`config.mk`:
```
export PLATFORM = sky130hd
export DESIGN_NAME = acc_pair_unit
export DESIGN_NICKNAME = d
export VERILOG_FILES = /design/src/rtl/acc_pair_pkg.sv /design/src/rtl/acc_carry_chain.sv /design/src/rtl/acc_load_path.sv /design/src/rtl/acc_op_path.sv /design/src/rtl/acc_pair_regs.sv /design/src/rtl/acc_pair_unit.sv
export SDC_FILE = /design/constraint.sdc
export NUM_CORES = 1
export LEC_CHECK = 0
export BUFFER_PORTS_ARGS = -buffer_cell sky130_fd_sc_hd__buf_2
export CAP_MARGIN = 25
export CORE_MARGIN = 2
export CORE_UTILIZATION = 52
export DETAILED_ROUTE_END_ITERATION = 10
export PLACE_DENSITY = 0.79
export SYNTH_ARGS = -nofsm -noshare
export SYNTH_HDL_FRONTEND = slang
export SYNTH_SLANG_ARGS = --single-unit
```
`constraint.sdc`:
```
create_clock -name clk -period 3.7 [get_ports clk]
set_input_delay 0.74 -clock clk [delete_from_list [all_inputs] [get_ports clk]]
set_output_delay 0.74 -clock clk [all_outputs]
set_load 0.01 [all_outputs]
```
`src/rtl/acc_pair_pkg.sv`:
```
package acc_pair_pkg;

   typedef enum logic {
      WIDTH_BYTE = 1'b0,
      WIDTH_WORD = 1'b1
   } width_e;

   typedef enum logic [1:0] {
      NXT_HOLD = 2'd0,
      NXT_LOAD = 2'd1,
      NXT_OP   = 2'd2
   } next_src_e;

   function automatic next_src_e pick_source(input logic ld, input logic op);
      if (ld)
         return NXT_LOAD;
      else if (op)
         return NXT_OP;
      else
         return NXT_HOLD;
   endfunction

endpackage

```
`src/rtl/acc_carry_chain.sv`:
```
module acc_carry_chain #(
   parameter int BYTE_W = 8,
   parameter bit RIPPLE = 1'b0,
   localparam int WORD_W = 2 * BYTE_W
) (
   input  logic [WORD_W-1:0] a_in,
   input  logic [WORD_W-1:0] b_in,
   input  logic              c_in,
   output logic [WORD_W-1:0] sum_out,
   output logic              c_byte,
   output logic              c_word
);

   if (BYTE_W < 2) begin : g_bad_width
      $error("acc_carry_chain: BYTE_W must be at least 2");
   end

   if (RIPPLE) begin : g_ripple
      logic [WORD_W:0] chain;
      always_comb begin
         chain    = '0;
         chain[0] = c_in;
         sum_out  = '0;
         for (int i = 0; i < WORD_W; i++) begin
            sum_out[i]  = a_in[i] ^ b_in[i] ^ chain[i];
            chain[i+1]  = (a_in[i] & b_in[i]) | (chain[i] & (a_in[i] ^ b_in[i]));
         end
      end
      assign c_byte = chain[BYTE_W];
      assign c_word = chain[WORD_W];
   end else begin : g_split
      logic [BYTE_W:0] lo_sum;
      logic [BYTE_W:0] hi_sum;
      assign lo_sum = {1'b0, a_in[BYTE_W-1:0]} + {1'b0, b_in[BYTE_W-1:0]}
                    + {{BYTE_W{1'b0}}, c_in};
      assign hi_sum = {1'b0, a_in[WORD_W-1:BYTE_W]} + {1'b0, b_in[WORD_W-1:BYTE_W]}
                    + {{BYTE_W{1'b0}}, lo_sum[BYTE_W]};
      assign sum_out = {hi_sum[BYTE_W-1:0], lo_sum[BYTE_W-1:0]};
      assign c_byte  = lo_sum[BYTE_W];
      assign c_word  = hi_sum[BYTE_W];
   end

endmodule

```
`src/rtl/acc_load_path.sv`:
```
module acc_load_path #(
   parameter int BYTE_W = 8,
   localparam int LANES  = 2,
   localparam int WORD_W = LANES * BYTE_W
) (
   input  logic [WORD_W-1:0] acc_cur,
   input  logic [WORD_W-1:0] tmp_cur,
   input  logic [WORD_W-1:0] ld_data,
   input  logic              ld_word,
   output logic [WORD_W-1:0] acc_ld,
   output logic [WORD_W-1:0] tmp_ld
);

   for (genvar ln = 0; ln < LANES; ln++) begin : g_lane
      localparam int LO = ln * BYTE_W;
      logic lane_take;
      if (ln == 0) begin : g_low
         assign lane_take = 1'b1;
      end else begin : g_high
         assign lane_take = ld_word;
      end
      assign acc_ld[LO +: BYTE_W] = lane_take ? ld_data[LO +: BYTE_W] : acc_cur[LO +: BYTE_W];
      assign tmp_ld[LO +: BYTE_W] = lane_take ? acc_cur[LO +: BYTE_W] : tmp_cur[LO +: BYTE_W];
   end

endmodule

```
`src/rtl/acc_op_path.sv`:
```
module acc_op_path #(
   parameter int BYTE_W = 8,
   parameter bit RIPPLE = 1'b0,
   localparam int WORD_W = 2 * BYTE_W
) (
   input  logic [WORD_W-1:0] acc_cur,
   input  logic [WORD_W-1:0] tmp_cur,
   input  logic              carry_in,
   input  logic              op_word,
   output logic [WORD_W-1:0] acc_op,
   output logic              carry_op
);

   logic [WORD_W-1:0] raw_sum;
   logic              cy_byte;
   logic              cy_word;

   acc_carry_chain #(.BYTE_W(BYTE_W), .RIPPLE(RIPPLE)) i_chain (
      .a_in    (acc_cur),
      .b_in    (tmp_cur),
      .c_in    (carry_in),
      .sum_out (raw_sum),
      .c_byte  (cy_byte),
      .c_word  (cy_word)
   );

   always_comb begin
      if (op_word == acc_pair_pkg::WIDTH_WORD) begin
         acc_op   = raw_sum;
         carry_op = cy_word;
      end else begin
         acc_op   = {acc_cur[WORD_W-1:BYTE_W], raw_sum[BYTE_W-1:0]};
         carry_op = cy_byte;
      end
   end

endmodule

```
`src/rtl/acc_pair_regs.sv`:
```
module acc_pair_regs #(
   parameter int BYTE_W = 8,
   localparam int WORD_W = 2 * BYTE_W
) (
   input  logic              clk,
   input  logic              rst_n,
   input  logic              ld_en,
   input  logic              op_en,
   input  logic [WORD_W-1:0] acc_ld,
   input  logic [WORD_W-1:0] tmp_ld,
   input  logic [WORD_W-1:0] acc_op,
   input  logic              carry_op,
   output logic [WORD_W-1:0] acc_r,
   output logic [WORD_W-1:0] tmp_r,
   output logic              carry_r
);
   import acc_pair_pkg::*;

   next_src_e src;
   assign src = pick_source(ld_en, op_en);

   always_ff @(posedge clk or negedge rst_n) begin
      if (!rst_n) begin
         acc_r   <= '0;
         tmp_r   <= '0;
         carry_r <= 1'b0;
      end else begin
         unique case (src)
            NXT_LOAD: begin
               acc_r <= acc_ld;
               tmp_r <= tmp_ld;
            end
            NXT_OP: begin
               acc_r   <= acc_op;
               carry_r <= carry_op;
            end
            default: ;
         endcase
      end
   end

   // the carry flag only moves on a cycle with an add and no load
   assert_carry_hold_R6: assert property (@(posedge clk) disable iff (!rst_n)
      (ld_en || !op_en) |=> $stable(carry_r));

   // the partner register never changes on an add-only cycle
   assert_tmp_kept_on_op_R5: assert property (@(posedge clk) disable iff (!rst_n)
      (op_en && !ld_en) |=> $stable(tmp_r));

endmodule

```
`src/rtl/acc_pair_unit.sv`:
```
module acc_pair_unit #(
   parameter int BYTE_W = 8,
   parameter bit RIPPLE = 1'b0,
   localparam int WORD_W = 2 * BYTE_W
) (
   input  logic              clk,
   input  logic              rst_n,
   input  logic              ld_en,
   input  logic              ld_word,
   input  logic [WORD_W-1:0] ld_data,
   input  logic              op_en,
   input  logic              op_word,
   input  logic              carry_in,
   output logic              carry_out,
   output logic [WORD_W-1:0] acc_q,
   output logic [WORD_W-1:0] tmp_q
);

   if (BYTE_W < 2 || BYTE_W > 32) begin : g_bad_cfg
      $error("acc_pair_unit: BYTE_W out of supported range 2..32");
   end

   logic [WORD_W-1:0] acc_ld;
   logic [WORD_W-1:0] tmp_ld;
   logic [WORD_W-1:0] acc_op;
   logic              carry_op;

   acc_load_path #(.BYTE_W(BYTE_W)) i_load (
      .acc_cur (acc_q),
      .tmp_cur (tmp_q),
      .ld_data (ld_data),
      .ld_word (ld_word),
      .acc_ld  (acc_ld),
      .tmp_ld  (tmp_ld)
   );

   acc_op_path #(.BYTE_W(BYTE_W), .RIPPLE(RIPPLE)) i_op (
      .acc_cur  (acc_q),
      .tmp_cur  (tmp_q),
      .carry_in (carry_in),
      .op_word  (op_word),
      .acc_op   (acc_op),
      .carry_op (carry_op)
   );

   acc_pair_regs #(.BYTE_W(BYTE_W)) i_regs (
      .clk      (clk),
      .rst_n    (rst_n),
      .ld_en    (ld_en),
      .op_en    (op_en),
      .acc_ld   (acc_ld),
      .tmp_ld   (tmp_ld),
      .acc_op   (acc_op),
      .carry_op (carry_op),
      .acc_r    (acc_q),
      .tmp_r    (tmp_q),
      .carry_r  (carry_out)
   );

   assert_reset_clear_R1: assert property (@(posedge clk)
      !rst_n |=> (acc_q == '0 && tmp_q == '0 && !carry_out));

   assert_word_load_R2: assert property (@(posedge clk) disable iff (!rst_n)
      (ld_en && ld_word) |=> (acc_q == $past(ld_data) && tmp_q == $past(acc_q)));

   assert_byte_load_R3: assert property (@(posedge clk) disable iff (!rst_n)
      (ld_en && !ld_word) |=>
         (acc_q == {$past(acc_q[WORD_W-1:BYTE_W]), $past(ld_data[BYTE_W-1:0])}
          && tmp_q == {$past(tmp_q[WORD_W-1:BYTE_W]), $past(acc_q[BYTE_W-1:0])}));

   assert_word_add_R4: assert property (@(posedge clk) disable iff (!rst_n)
      (op_en && !ld_en && op_word) |=>
         ({carry_out, acc_q} == ({1'b0, $past(acc_q)} + {1'b0, $past(tmp_q)}
                                 + {{WORD_W{1'b0}}, $past(carry_in)})));

   assert_byte_upper_kept_R5: assert property (@(posedge clk) disable iff (!rst_n)
      (op_en && !ld_en && !op_word) |=> $stable(acc_q[WORD_W-1:BYTE_W]));

   assert_idle_hold_R7: assert property (@(posedge clk) disable iff (!rst_n)
      (!ld_en && !op_en) |=> ($stable(acc_q) && $stable(tmp_q) && $stable(carry_out)));

endmodule

```
## Word-level counts from Yosys, hierarchy flattened

Index checks and enable logic that the tools add are counted.

| word-level totals | value |
|---|---|
| register bits | 33 |
| input port bits | 23 |
| logic and storage cells | 22 |

| operators by class | value |
|---|---|
| $add $sub $neg | 4 |
| eq/ne operators | 4 |
| muxes and demuxes | 6 |
| reduce and logical (&&, ||, !) cells | 3 |

Operators by type and width:

| kind | count |
|---|---|
| $pmux W16 S2 | 1 |
| $add A8 B8 Y9 | 2 |
| $add A9 B1 Y9 | 2 |
| $mux W16 | 1 |
| $mux W8 | 1 |
| $mux W2 | 2 |
| $ne A2 B2 Y1 const B | 2 |
| $reduce_and A3 Y1 | 1 |
| $eq A2 B1 Y1 const B | 1 |
| $eq A2 B2 Y1 const B | 1 |
| $reduce_and A2 Y1 | 1 |
| $reduce_bool A2 Y1 | 1 |
| $mux W1 | 1 |

## Longest topological paths before layout

| depth | value |
|---|---|
| depth in word-level cells | 5 |
| gate-level depth with buffers | 16 |
| depth with buffers taken out | 16 |

## By module

Synthesis repeated with hierarchy kept, for this count alone.

| second synthesis, totals | value |
|---|---|
| cells, all modules | 240 |
| area total of the unflattened synthesis | 2613.8 um^2 |

Modules (own cells, without submodules):

| module | times used | cells an instance | area an instance (um^2) |
|---|---|---|---|
| acc_pair_regs | 1 | 106 | 1390.1 |
| acc_carry_chain | 1 | 90 | 708.2 |
| acc_load_path | 1 | 34 | 369.1 |
| acc_op_path | 1 | 10 | 146.4 |

## Worst setup path before layout

Ideal clock, no wire load.

| timing | value |
|---|---|
| path kind | input-to-reg |
| start point | input port carry_in |
| end point | register i_regs.acc_r[14] |
| arrival time | 3604 ps |
| required time | 3635 ps |
| slack | 31 ps |
| stages | 16 |
| path buffers | 0 |
| cell sequence | inv_1 -> fa_1 -> inv_1 -> fa_1 -> a211oi_2 -> o21bai_1 -> or3_1 -> a31oi_2 -> fa_1 -> fa_1 -> nor2b_1 -> o31a_1 -> o21ai_1 -> nor3b_1 -> o31ai_1 -> o21a_1 |

| on the way | value |
|---|---|
| cells in the longest elaborated chain, start to end | 4 |

Ends and longest elaborated chain:

| item | RTL line | source |
|---|---|---|
| start: declaration | acc_pair_unit.sv:13 | `input logic carry_in,` |
| $add A9 B1 Y9 | acc_carry_chain.sv:35 | `+ {{BYTE_W{1'b0}}, c_in};` |
| $add A9 B1 Y9 | acc_carry_chain.sv:37 | `+ {{BYTE_W{1'b0}}, lo_sum[BYTE_W]};` |
| $mux W16 | acc_op_path.sv:28 | `if (op_word == acc_pair_pkg::WIDTH_WORD) begin` |
| $pmux W16 S2 | acc_pair_regs.sv:28 | `unique case (src)` |
| end signal: assignment | acc_pair_regs.sv:30 | `acc_r <= acc_ld;` |
| end signal: assignment | acc_pair_regs.sv:34 | `acc_r <= acc_op;` |
| end: declaration | acc_pair_regs.sv:13 | `output logic [WORD_W-1:0] acc_r,` |

No other way between the ends. The select of a mux whose other input is x is not followed.
A chain may end at the register's enable or synchronous reset.

## Worst setup path after layout

Same ends and word-level chain as after synthesis.

==> impl.org <==
** Outcome
- Run status :: finished clean

** Power and ir drop
- Power per cell area :: about 680 nW/um^2
- Across the VDD grid, the largest voltage drop is between 0.0003 and 0.0004 V.
- LEAKAGE :: between 1 and 1.5 nW

** Clock tree
- Number of post-CTS setup repair buffers :: 0
- After clock tree synthesis, the clock-pin slew on the worst setup and hold paths is approximately 70 ps.
- TritonCTS built the clock tree.
- Clock latency on the worst-skew pair, taken at its later pin, is 280 ps.
- Hold-fix buffer count after cts :: 0
- CTS built an H-tree with a depth of 2.
- Number of clock buffers inserted by TritonCTS :: 5
- Counting every sink on the clock net gives 33.
- Buffer levels on the longest clock path :: 2
- Clock Tree Root :: sky130_fd_sc_hd__clkbuf_8

** Timing
- Final Setup Violations :: 0
- The max-slew violation count is 0.
- Final number of hold-violating endpoints :: 0
- Slew at the pin closest to its max-slew limit :: between 700 and 800 ps
- For this run, the top clock speed supported by timing is between 200 and 300 MHz.
- Clock skew on the completed layout was measured at approximately 5 ps.
- The worst pin sits at a relative slew slack of 0.510.
- Adding up every negative setup slack in the final design gives 0 ps.
- Fraction of the cycle the final worst path needs :: 0.968
- RSZ-0062 raised after global routing :: yes
- Post-Route Hold Slack :: about 510 ps
- The worst path needs between 3000 and 4000 ps of the cycle, external delays included.

** Floorplanning
- Row generation in the floorplan step produced 22 rows.
- Die Ht :: approximately 67 um
- In this run the count of I/O pins placed on the die edge is 56.
- Chip Width :: between 60 and 70 um
- Total Die Area :: 4430 sq um
- Area of the core :: between 3000 and 4000 sq um
- The initial utilization of the core area, before any placement, comes to 0.547.

** Placement
- The congestion estimate from routability-driven global placement came to ~0.81.
- Port Buffer Count :: 55
- HPWL after detailed placement :: roughly 3200 um

** Yosys
- Number of instances in the synthesized netlist :: slightly above 200
- During synthesis, Yosys emitted a total of 0 warnings.
- Each instance of the synthesized netlist takes up on average between 9 and 10 sq um.
- Share of synthesized area occupied by flip-flops and latches :: 0.406
- The number of different library cells used by synthesis comes to 37.
- Synthesis inferred 33 register bits.
- The mapped netlist covers approximately 2000 sq um.
- The number of nets in the synthesized netlist is between 200 and 250.

** Routing
- Post-Route WL :: about 4300 um
- The count of nets left with antenna violations once routing finished came out at 0.
- The detailed router placed around 1700 vias in this run.
- Number of DRC markers in iteration 0 :: just over 70
- The first TritonRoute pass finished after 4 iterations.
- In the routed layout, each cell is associated on average with a via count of 5.51.
- In the final routed layout, each cell accounts on average for 13.8 um.
- In the routed design, unresolved DRC markers number 0.

** Layout
- In the layout the commonest cells are 55 x sky130_fd_sc_hd__buf_2, 33 x sky130_fd_sc_hd__dfrtp_1, 23 x sky130_fd_sc_hd__nand2_1, 18 x sky130_fd_sc_hd__a21oi_1, 17 x sky130_fd_sc_hd__o21ai_0.
- At the end of the flow, the number of nets in the layout was a little over 300.
- Layout Area Growth over Synthesis :: 22.9%
- Share of layout cells above drive strength 1 :: 0.333
- Most common library cell in the layout ignoring fill and taps :: sky130_fd_sc_hd__buf_2
- The repair_antennas step left the layout with diodes totalling 0.
- Share of the core filled with cells :: 0.673
- Fill cells :: 328

** Setup path
- Required time of the critical path :: ~3900 ps
- STA classifies the critical path startpoint as an input pin.
- Data on the critical path arrives at its endpoint at between 3000 and 4000 ps.
- STA classifies the critical path endpoint as a flop.
- In this run the worst path has a maximum fanout of 3.
- The critical path in this run is classified as input pin to flop.

** Global route
- Number of antenna violations at the first check in global routing :: 0
- For met1 alone, demand over resource in global routing was 0.264.
- Met3 global-route usage :: 0.0473
- Fraction of met2 tracks used by global routing :: 0.379
- In this run the most used layer during global routing was met2.
- The total overflow left after global routing is 0.
- Entering global routing, the biggest net connects 34 pins.
- Global-route wire length before repair :: between 7000 and 8000 um
- The number of global-route vias before repair came to about 1600.
- For this run, the total global-route usage over all layers was measured as 0.215.

** Hold path
- The worst hold path belongs to the class input pin to async pin.

** Run
- Max-cap violations :: 0
[cell families (layout without fill, tap and decap cells)]
family	Yosys count	count (layout)	synth area share
AOI/OAI and AO/OA	68	68	0.217
and+or+nand+nor	50	50	0.114
DFF	33	33	0.406
adders and majority gates	18	18	0.125
buffers and inverters	18	78	0.0338
muxes	16	16	0.0867
xor gates and xnor gates	4	4	0.0172
[synthesized netlist by cell type (all sizes together)]
master   n  area share
o211ai   1      0.0037
o21a     5       0.018
fa       4       0.039
ha      14       0.086
o21ai   20       0.049
nor3b    1      0.0037
a211oi   7       0.028
and3     3      0.0092
o41ai    1      0.0043
clkbuf   4      0.0074
or3      1      0.0031
and2     1      0.0031
a221oi   1      0.0074
nand2b   2      0.0061
mux2    13       0.072
and2b    1      0.0037
xnor2    4       0.017
o31ai    3       0.011
o31a     2      0.0086
dfrtp   33        0.41
nand2   23       0.042
a21o     4       0.015
nor2     8       0.015
mux2i    3       0.015
nor3     5       0.012
buf      3      0.0061
a21oi   18       0.044
o21bai   1      0.0037
a21boi   1      0.0037
nor2b    5       0.015
a221o    1      0.0049
inv     11       0.020
a31oi    1      0.0061
a32oi    2      0.0086
[flip-flops by register name (all words and copies together) (netlist names)]
register / count
i_regs.acc_r: 16
i_regs.tmp_r: 16
i_regs.carry_r: 1
[where the power goes]
part | total, mW | leakage (nW) | internal (mW) | switching [mW]
logic | 0.849 | 0.772 | 0.416 | 0.433
clock network | 0.298 | 0.0542 | 0.168 | 0.130
registers | 0.544 | 0.393 | 0.457 | 0.0876
total | 1.69 | 1.22 | 1.04 | 0.651
[through the flow]
stage	area, sq um	instances	power (mW)	setup WS, ps
floorplan	2030	207	1.10	31.2
global placement	2370	307	1.34	-218
detailed placement	2370	307	1.36	-323
CTS	2490	315	1.68	19.5
global route	2500	315	1.83	-24.0
finish	2500	315	1.69	119
[final cells by class]
cell class              count  area [sq um]  area share
multi-input cells         156          1170       0.467
flip-flops and latches     33           826       0.330
repair buffers             59           305       0.122
clock buffers               7          96.3      0.0385
well taps                  48          60.1      0.0240
inverters                  11          41.3      0.0165
clock inverters             1          5.00     0.00200
[worst paths after layout]
check / from / end / slack, ps / depth (start not counted)
min in group clk: i_regs.carry_r / i_regs.carry_r / 510 / 2
max: carry_in / i_regs.acc_r[14] / 120 / 17
max reg2reg: i_regs.acc_r[0] / i_regs.acc_r[14] / 270 / 16
min: rst_n / i_regs.acc_r[8] / 510 / 1
max in group asynchronous: rst_n / i_regs.acc_r[6] / 2710 / 1
min reg2reg: i_regs.carry_r / i_regs.carry_r / 510 / 2
[per-layer routing]
layer	vias up	wire, um
li1	862	-
met1	830	1890
met2	41	2240
met3	2	191
met4	0	24
met5	-	0
[critical path, cell delays in order]
cell                       delay, ps
sky130_fd_sc_hd__buf_2           100
sky130_fd_sc_hd__inv_1            70
sky130_fd_sc_hd__fa_1            190
sky130_fd_sc_hd__inv_1            60
sky130_fd_sc_hd__fa_2            370
sky130_fd_sc_hd__a211oi_2        210
sky130_fd_sc_hd__o21bai_1        100
sky130_fd_sc_hd__or3_4           350
sky130_fd_sc_hd__a31oi_4         210
sky130_fd_sc_hd__fa_2            250
sky130_fd_sc_hd__fa_2            200
sky130_fd_sc_hd__nor2b_2          50
sky130_fd_sc_hd__o31a_1          270
sky130_fd_sc_hd__o21ai_2         160
sky130_fd_sc_hd__nor3b_1         210
sky130_fd_sc_hd__o31ai_1         100
sky130_fd_sc_hd__o21a_1          120
[repair_timing]
item	CTS	global route
endpoints found under the hold margin	0	0
endpoints found under the setup margin	1	2
pin swaps	0	1
gates resized for setup	3	5
Power figures use the tool's default switching activity.
